**src/rtl/fqf_pkg.sv**
```systemverilog
package fqf_pkg;

    // Mode code is {reference negative, error sign}
    typedef enum logic [1:0] {
        MODE_FWD_POS = 2'b00,
        MODE_REV_POS = 2'b01,
        MODE_FWD_NEG = 2'b10,
        MODE_REV_NEG = 2'b11
    } fqf_mode_e;

    typedef struct packed {
        logic pri;      // primary switch, active high
        logic pch_n;    // p-channel secondary, active low
        logic nch;      // n-channel secondary, active high
    } fqf_gate_t;

    localparam fqf_gate_t GATES_OFF = '{pri: 1'b0, pch_n: 1'b1, nch: 1'b0};

endpackage

```
**src/rtl/fqf_ramp.sv**
```systemverilog
module fqf_ramp #(
    parameter int CNT_W = 8
) (
    input  logic             clk,
    input  logic             rst_n,
    output logic [CNT_W-1:0] count,
    output logic             falling,
    output logic             at_peak,
    output logic             at_bottom
);
    localparam logic [CNT_W-1:0] TOP = {CNT_W{1'b1}};

    typedef struct packed {
        logic [CNT_W-1:0] cnt;
        logic             fall;
    } ramp_st_t;

    ramp_st_t st_d, st_q;

    always_comb begin
        st_d      = st_q;
        at_peak   = !st_q.fall && (st_q.cnt == TOP);
        at_bottom =  st_q.fall && (st_q.cnt == '0);
        if (at_peak) begin
            st_d.fall = 1'b1;
            st_d.cnt  = TOP - 1'b1;
        end else if (at_bottom) begin
            st_d.fall = 1'b0;
            st_d.cnt  = {{(CNT_W-1){1'b0}}, 1'b1};
        end else if (st_q.fall) begin
            st_d.cnt  = st_q.cnt - 1'b1;
        end else begin
            st_d.cnt  = st_q.cnt + 1'b1;
        end
    end

    always_ff @(posedge clk or negedge rst_n) begin
        if (!rst_n) begin
            st_q <= '0;
        end else begin
            st_q <= st_d;
        end
    end

    assign count   = st_q.cnt;
    assign falling = st_q.fall;

    AST_RAMP_RISE_STEP: assert property (@(posedge clk) disable iff (!rst_n)
        (!falling && count != TOP) |=> (!falling && count == CNT_W'($past(count) + 1'b1)));
    AST_RAMP_FALL_STEP: assert property (@(posedge clk) disable iff (!rst_n)
        (falling && count != '0) |=> (falling && count == CNT_W'($past(count) - 1'b1)));
    AST_RAMP_REVERSE: assert property (@(posedge clk) disable iff (!rst_n)
        at_peak |=> (falling && count == TOP - 1'b1));

endmodule

```
**src/rtl/fqf_ctrl.sv**
```systemverilog
module fqf_ctrl
    import fqf_pkg::*;
(
    input  logic      clk,
    input  logic      rst_n,
    input  logic      at_peak,
    input  logic      at_bottom,
    input  logic      falling,
    input  logic      ref_neg,
    input  logic      err_sign,
    input  logic      dc_limit,
    output fqf_mode_e mode,
    output logic      blocked
);
    typedef struct packed {
        fqf_mode_e mode;
        logic      lim;
    } ctrl_st_t;

    ctrl_st_t st_d, st_q;

    always_comb begin
        st_d = st_q;
        // capture the mode only at the ramp peak, never inside a pulse
        if (at_peak) begin
            st_d.mode = fqf_mode_e'({ref_neg, err_sign});
        end
        // limit latch lives for one falling slope
        if (falling && !at_bottom) begin
            st_d.lim = st_q.lim | dc_limit;
        end else begin
            st_d.lim = 1'b0;
        end
        blocked = falling && (st_q.lim || dc_limit);
    end

    always_ff @(posedge clk or negedge rst_n) begin
        if (!rst_n) begin
            st_q <= '{mode: MODE_FWD_POS, lim: 1'b0};
        end else begin
            st_q <= st_d;
        end
    end

    assign mode = st_q.mode;

    AST_MODE_HOLD: assert property (@(posedge clk) disable iff (!rst_n)
        !at_peak |=> $stable(mode));
    AST_LIM_RISE_CLEAR: assert property (@(posedge clk) disable iff (!rst_n)
        !falling |-> !st_q.lim);
    AST_LIM_STICKY: assert property (@(posedge clk) disable iff (!rst_n)
        (blocked && !at_bottom) |=> blocked);

endmodule

```
**src/rtl/fqf_steer.sv**
```systemverilog
module fqf_steer
    import fqf_pkg::*;
#(
    parameter int CNT_W = 8
) (
    input  logic [CNT_W-1:0] count,
    input  logic             falling,
    input  logic [CNT_W-1:0] err_mag,
    input  logic             blocked,
    input  logic             enable,
    input  fqf_mode_e        mode,
    output fqf_gate_t        gates
);
    logic pulse;
    logic rectify;

    always_comb begin
        pulse   = falling && (count < err_mag) && !blocked;
        rectify = !falling;
        gates   = GATES_OFF;
        if (enable) begin
            unique case (mode)
                MODE_FWD_POS: begin
                    gates.pri   = pulse;
                    gates.pch_n = !rectify;
                end
                MODE_REV_POS: begin
                    gates.nch   = pulse;
                end
                MODE_FWD_NEG: begin
                    gates.pri   = pulse;
                    gates.nch   = rectify;
                end
                MODE_REV_NEG: begin
                    gates.pch_n = !pulse;
                end
                default: gates = GATES_OFF;
            endcase
        end
    end

endmodule

```
**src/rtl/fqf_ring_pwm.sv**
```systemverilog
module fqf_ring_pwm
    import fqf_pkg::*;
#(
    parameter int CNT_W = 8
) (
    input  logic             clk,
    input  logic             rst_n,
    input  logic             enable,
    input  logic             ref_neg,
    input  logic             err_sign,
    input  logic [CNT_W-1:0] err_mag,
    input  logic             dc_limit,
    output logic             gd1_pri,
    output logic             gd2_sec_n,
    output logic             gd3_sec,
    output logic             range_ok
);
    localparam logic [CNT_W-1:0] MAG_TOP = {CNT_W{1'b1}};

    logic [CNT_W-1:0] ramp_cnt;
    logic             ramp_fall;
    logic             ramp_peak;
    logic             ramp_bottom;
    fqf_mode_e        cur_mode;
    logic             lim_block;
    fqf_gate_t        gate_drv;

    fqf_ramp #(.CNT_W(CNT_W)) u_ramp (
        .clk       (clk),
        .rst_n     (rst_n),
        .count     (ramp_cnt),
        .falling   (ramp_fall),
        .at_peak   (ramp_peak),
        .at_bottom (ramp_bottom)
    );

    fqf_ctrl u_ctrl (
        .clk       (clk),
        .rst_n     (rst_n),
        .at_peak   (ramp_peak),
        .at_bottom (ramp_bottom),
        .falling   (ramp_fall),
        .ref_neg   (ref_neg),
        .err_sign  (err_sign),
        .dc_limit  (dc_limit),
        .mode      (cur_mode),
        .blocked   (lim_block)
    );

    fqf_steer #(.CNT_W(CNT_W)) u_steer (
        .count   (ramp_cnt),
        .falling (ramp_fall),
        .err_mag (err_mag),
        .blocked (lim_block),
        .enable  (enable),
        .mode    (cur_mode),
        .gates   (gate_drv)
    );

    always_comb begin
        gd1_pri   = gate_drv.pri;
        gd2_sec_n = gate_drv.pch_n;
        gd3_sec   = gate_drv.nch;
        range_ok  = (err_mag != '0) && (err_mag != MAG_TOP);
    end

    AST_PRI_FALL_ONLY: assert property (@(posedge clk) disable iff (!rst_n)
        !ramp_fall |-> !gd1_pri);
    AST_NO_DUAL_DRIVE: assert property (@(posedge clk) disable iff (!rst_n)
        !(gd1_pri && gd3_sec));
    AST_DISABLED_PARK: assert property (@(posedge clk) disable iff (!rst_n)
        !enable |-> (!gd1_pri && gd2_sec_n && !gd3_sec));
    AST_LIMIT_SILENCES: assert property (@(posedge clk) disable iff (!rst_n)
        lim_block |-> (!gd1_pri && gd2_sec_n && !gd3_sec));
    AST_ZERO_MAG_QUIET: assert property (@(posedge clk) disable iff (!rst_n)
        (err_mag == '0) |-> !gd1_pri);

endmodule

```
**config.mk**
```make
export PLATFORM = sky130hd
export DESIGN_NAME = fqf_ring_pwm
export DESIGN_NICKNAME = d
export VERILOG_FILES = /design/src/rtl/fqf_pkg.sv /design/src/rtl/fqf_ramp.sv /design/src/rtl/fqf_ctrl.sv /design/src/rtl/fqf_steer.sv /design/src/rtl/fqf_ring_pwm.sv
export SDC_FILE = /design/constraint.sdc
export NUM_CORES = 1
export LEC_CHECK = 0
export BUFFER_PORTS_ARGS = -buffer_cell sky130_fd_sc_hd__clkbuf_2
export CORE_MARGIN = 5
export CORE_UTILIZATION = 55
export CTS_BUF_LIST = sky130_fd_sc_hd__clkbuf_8
export CTS_CLUSTER_DIAMETER = 150
export CTS_CLUSTER_SIZE = 10
export DETAILED_ROUTE_END_ITERATION = 8
export PLACE_DENSITY = 0.91
export SETUP_SLACK_MARGIN = 0.1
export SYNTH_ARGS = -nofsm -noshare
export SYNTH_HDL_FRONTEND = slang
export SYNTH_SLANG_ARGS = --single-unit
```
**constraint.sdc**
```tcl
create_clock -name clk -period 2.1 [get_ports clk]
set_input_delay 0 -clock clk [delete_from_list [all_inputs] [get_ports clk]]
set_output_delay 0 -clock clk [all_outputs]
set_load 0.02 [all_outputs]
```
* Word-level counts from Yosys, hierarchy flattened
Index checks and enable logic that the tools add are counted.
** Storage, ports and cells
- Bits in registers :: 12
- Input port bits :: 14
** Operators by class
- Add/sub/neg operators :: 2
- $lt $le $gt $ge :: 1
- Eq/ne operators :: 5
- Mux-type cells :: 9
- Bitwise operators :: 1
- Reduce and logical (&&, ||, !) cells :: 17
** Operator list (number)
- 8-bit 2-to-1 mux :: 2
- 9-bit 2-to-1 mux :: 1
- 8-bit by 1-bit adder with 8-bit output, second input constant :: 1
- 8-bit == test, second input constant :: 1
- 8-bit zero test :: 1
- 8-bit < comparator :: 1
- 8-bit != test, second input constant :: 1
- 8-bit nonzero test :: 1
- 8-bit by 1-bit subtractor with 8-bit output, second input constant :: 1
- 1-bit logical AND :: 7
- 2-bit == test, second input constant :: 2
- 1-bit zero test :: 4
- 1-bit case mux with 2 select lines :: 2
- 1-bit 2-to-1 mux :: 3
- 3-bit 2-to-1 mux :: 1
- 2-bit by 1-bit == test with 1-bit output, second input constant :: 1
- 2-bit zero test :: 1
- 2-bit nonzero test :: 1
- 2-bit OR reduction :: 1
- 1-bit logical OR :: 1
- 1-bit bitwise OR :: 1

* Depth between registers and ports, before layout
- Depth after elaboration :: 7
- Gate-level depth with buffers :: 6

* By module
Synthesis repeated with hierarchy kept, for this count alone.
** Unflattened totals
- Cells, all modules :: 118
- Area, all modules :: 1097.3 µm²
** Modules (own cells, without submodules)
- fqf_ramp :: times used 1, cells each 65, area an instance 634.4 µm², seq. area each 225.2 µm²
- fqf_steer :: times used 1, cells each 38, area an instance 290.3 µm², seq. area each 0.0 µm²
- fqf_ctrl :: times used 1, cells each 9, area an instance 126.4 µm², seq. area each 75.1 µm²
- fqf_ring_pwm :: times used 1, cells each 6, area an instance 46.3 µm², seq. area each 0.0 µm²

* Worst setup path before layout
No wires, ideal clock.
- Path kind :: reg-to-reg
- Start :: reg u_ramp.st_q (netlist bit u_ramp.falling)
- End :: reg u_ramp.st_q (netlist bit u_ramp.count[7])
- Setup time :: 0.125 ns
- Arrival time :: 1.799 ns
- Data required time :: 1.975 ns
- Setup slack :: 0.177 ns
- Stages on the path, launching flop included :: 7
- Path buffers :: 0
- Cell sequence :: dfrtp_1 > ha_1 > o211ai_1 > o21ai_1 > a31oi_1 > xor2_1 > mux2_2
** RTL lines
- start: declaration :: RTL line fqf_ramp.sv:18 : ramp_st_t st_d, st_q;
- start signal: assignment :: RTL line fqf_ramp.sv:41 : st_q <= st_d;

* Worst setup path in the final report
- Start :: reg u_ramp.st_q (netlist bit u_ramp.falling)
- End :: out gd2_sec_n
** Between the ends
- Longest elaborated chain between the ends :: 6
** RTL lines
- 1-bit logical AND :: RTL line fqf_ctrl.sv:34 : blocked = falling && (st_q.lim || dc_limit);
- 1-bit zero test :: RTL line fqf_steer.sv:18 : pulse = falling && (count < err_mag) && !blocked;
- 1-bit logical AND :: RTL line fqf_steer.sv:18
- 1-bit zero test :: RTL line fqf_steer.sv:35 : gates.pch_n = !pulse;
- 1-bit case mux with 2 select lines * :: RTL line fqf_steer.sv:22 : unique case (mode)
- 3-bit 2-to-1 mux * :: RTL line fqf_steer.sv:21 : if (enable) begin
- end: declaration :: RTL line fqf_ring_pwm.sv:14 : output logic gd2_sec_n,
Every way passes the cells marked *; elsewhere a longest branch is shown, timed or not.

==> run metrics <==
status=finished clean; worst-margin pin slew=371.3 ps; initial antenna violation count=0; Clock Skews=3.128 ps; Clock Root Buffer=clkbuf_8; data arrival time of the critical path=1990 ps; mean post-synth cell area=9.195 µm²; CTS sink cnt=12; wire length per cell=16.13 µm; gr usage total=0.1847; final setup fails=0; largest net degree at the start of global routing=13; gr ovfl total=0; Cells after Synth=109; vias per inst=5.921; clock slew at reported path FFs=about 50 ps; Crit path required time=2100 ps; syn_nets=around 140; DR iter-0 viols=31; Yosys cell types=29; Num CTS Buffers=3; Buffers on Ports=17; Max Fanout on Critical Path=6; Initial Utilization=0.5804; DR pass1 iterations=4; Antenna Nets Post-Route=0; Fmax achieved=0.5027 GHz; antenna cells=0; clock latency on the worst-skew pair=240 ps; I/O Pins=18; Rows=15; Placed Cells=152; H-tree lvl count=1; Via Count=977; Max Cap Viol=0; ys async rst share=1.000; final hold vios=0; WL final=2662 µm; Max Root-Sink Buffers=2; synthesized flop and latch total=12; first-pass GRT wire length=about 3800 µm; Final GP Congestion=0.8727; Die Wd=~53 µm; Slew Viols, Final=0; Tmin final=1989 ps; Max VDD drop=0.0003768 V; DR DRC count=0; EDFF count, synth=0; Crit. End Element=output port; die area=2776 µm²; power per cell area=379.7 nW/µm²; Critical Path Source Type=flip-flop; CTS tree=done; layout cell share with drive strength beyond 1=0.3286; core region area=1727 µm²; Final Cycle Share=0.9473; Most used DFF post-synth=dfrtp_1; Finished Layout Cells=roughly 170; Design Power=0.5031 mW; leakage=0.6588 nW; Worst Hold Class=input pin to async pin; synth-to-layout area growth=32.21%; Slew headroom=0.7502; RSZ-0062 raised after global routing=true; sequential area share after synthesis=0.2996; WS Path Type=flip-flop to output port; vias in the first global route=906; Final nets=between 150 and 200; Yosys warnings=0; mapped cell area=1002 µm²; Die H=52.69 µm; Final HPWL DP=1817 µm
==> per-layer routing <==
metal	wire length, µm	global-route usage	part of all wire	vias up
li1	-	-	-	463
met1	1077	0.2150	0.40	468
met2	1396	0.3306	0.52	42
met3	135	0.01994	0.051	4
met4	53	0.08936	0.020	0
met5	0	0	0	-
==> registers in the layout (all words and copies together) (netlist names) <==
register	count
u_ramp.count	8
u_ramp.falling	1
u_ctrl.mode	2
u_ctrl.st_q	1
==> synth_stat cells (2+ instances only) <==
| cell | number | share of area |
|---|---|---|
| a21o_1 | 3 | 0.022 |
| nor2_1 | 6 | 0.022 |
| a211oi_1 | 2 | 0.015 |
| ha_1 | 17 | 0.21 |
| xnor2_1 | 2 | 0.017 |
| inv_1 | 12 | 0.045 |
| nor3_1 | 2 | 0.010 |
| nand2_1 | 4 | 0.015 |
| o21ai_0 | 10 | 0.050 |
| o211ai_1 | 2 | 0.015 |
| a21oi_1 | 7 | 0.035 |
| a21boi_0 | 2 | 0.015 |
| dfrtp_1 | 12 | 0.30 |
| nand4_1 | 5 | 0.031 |
| nor4_1 | 4 | 0.025 |
| mux2_2 | 3 | 0.034 |
| xor2_1 | 4 | 0.035 |
==> report_power, final <==
| part | switching, mW | leakage [nW] | internal (mW) |
|---|---|---|---|
| clock network | 0.0797 | 0.0216 | 0.126 |
| logic | 0.0331 | 0.490 | 0.0284 |
| registers | 0.00216 | 0.147 | 0.234 |
==> final timing paths <==
kind	to	cells after the start	slack, ps	start
max	gd2_sec_n	7	110	u_ramp.falling
min	u_ramp.count[7]	2	180	rst_n
max reg2reg	u_ramp.count[6]	7	150	u_ramp.falling
min reg2reg	u_ctrl.mode[1]	1	570	u_ctrl.mode[1]
max in group asynchronous	u_ramp.falling	2	1670	rst_n
min in group clk	u_ctrl.st_q[0]	3	200	dc_limit
==> through the flow <==
step | utilization | hold WS (ps) | cell area, µm² | worst slack [ps] | TNS (ps)
6_report | 0.7674 | 181.1 | 1325 | 110.7 | 0
5_1_grt | 0.7674 | 185.6 | 1325 | -19.33 | -19.33
4_1_cts | 0.6993 | 126.4 | 1207 | 94.18 | 0
3_5_place_dp | 0.6536 | -102.5 | 1129 | 74.76 | 0
3_3_place_gp | 0.6536 | -104.9 | 1129 | 184.7 | 0
2_1_floorplan | - | -295.6 | 1002 | 176.7 | 0
==> cell usage in the layout, fill, tap and decap left out, drive strengths merged, types with 2 or more instances in the layout <==
master / Yosys / layout
nor3: 2 / 2
nand4: 5 / 5
a21boi: 2 / 2
o211ai: 2 / 2
xor2: 4 / 4
a21o: 3 / 3
inv: 12 / 12
nand2: 4 / 4
nor4: 5 / 5
nor2: 6 / 6
mux2: 3 / 3
ha: 17 / 17
dlygate4sd3: 0 / 3
buf: 1 / 10
a21oi: 7 / 7
a211oi: 2 / 2
o21ai: 11 / 11
dfrtp: 12 / 12
xnor2: 2 / 2
clkbuf: 0 / 19
==> cells by family after synthesis <==
logic type | count (synthesis) | synth area share
compound gates | 32 | 0.1972
fa+ha+maj | 18 | 0.2322
xor+xnor | 6 | 0.05243
mux | 3 | 0.03371
flops | 12 | 0.2996
simple gates | 25 | 0.1348
buf+inv | 13 | 0.04993
==> worst max-delay path, stage by stage, from the launching register on <==
cell      delay (ps)
dfrtp_2          430
buf_6            140
inv_1             90
nor4_2           240
o211ai_1         170
a221oi_2         280
a21bo_1          230
clkbuf_2         150
==> timing repair <==
item / in CTS / in global routing
setup buffers: 0 / 7
pin swaps: 1 / 5
hold endpoints to repair: 14 / 0
setup endpoints to repair: 2 / 5
hold buffers: 3 / 0
resized for setup: 2 / 14
==> layout make-up <==
cell class                 instances  area (µm²)
sequential                        12       301.5
fill                             130       401.6
timing repair buffer              29       198.9
clock buffer                       3       41.29
tap                               25       31.28
multi-input combinational         84       706.9
inverter                          12       45.04
(Power assumes the default switching activity.)
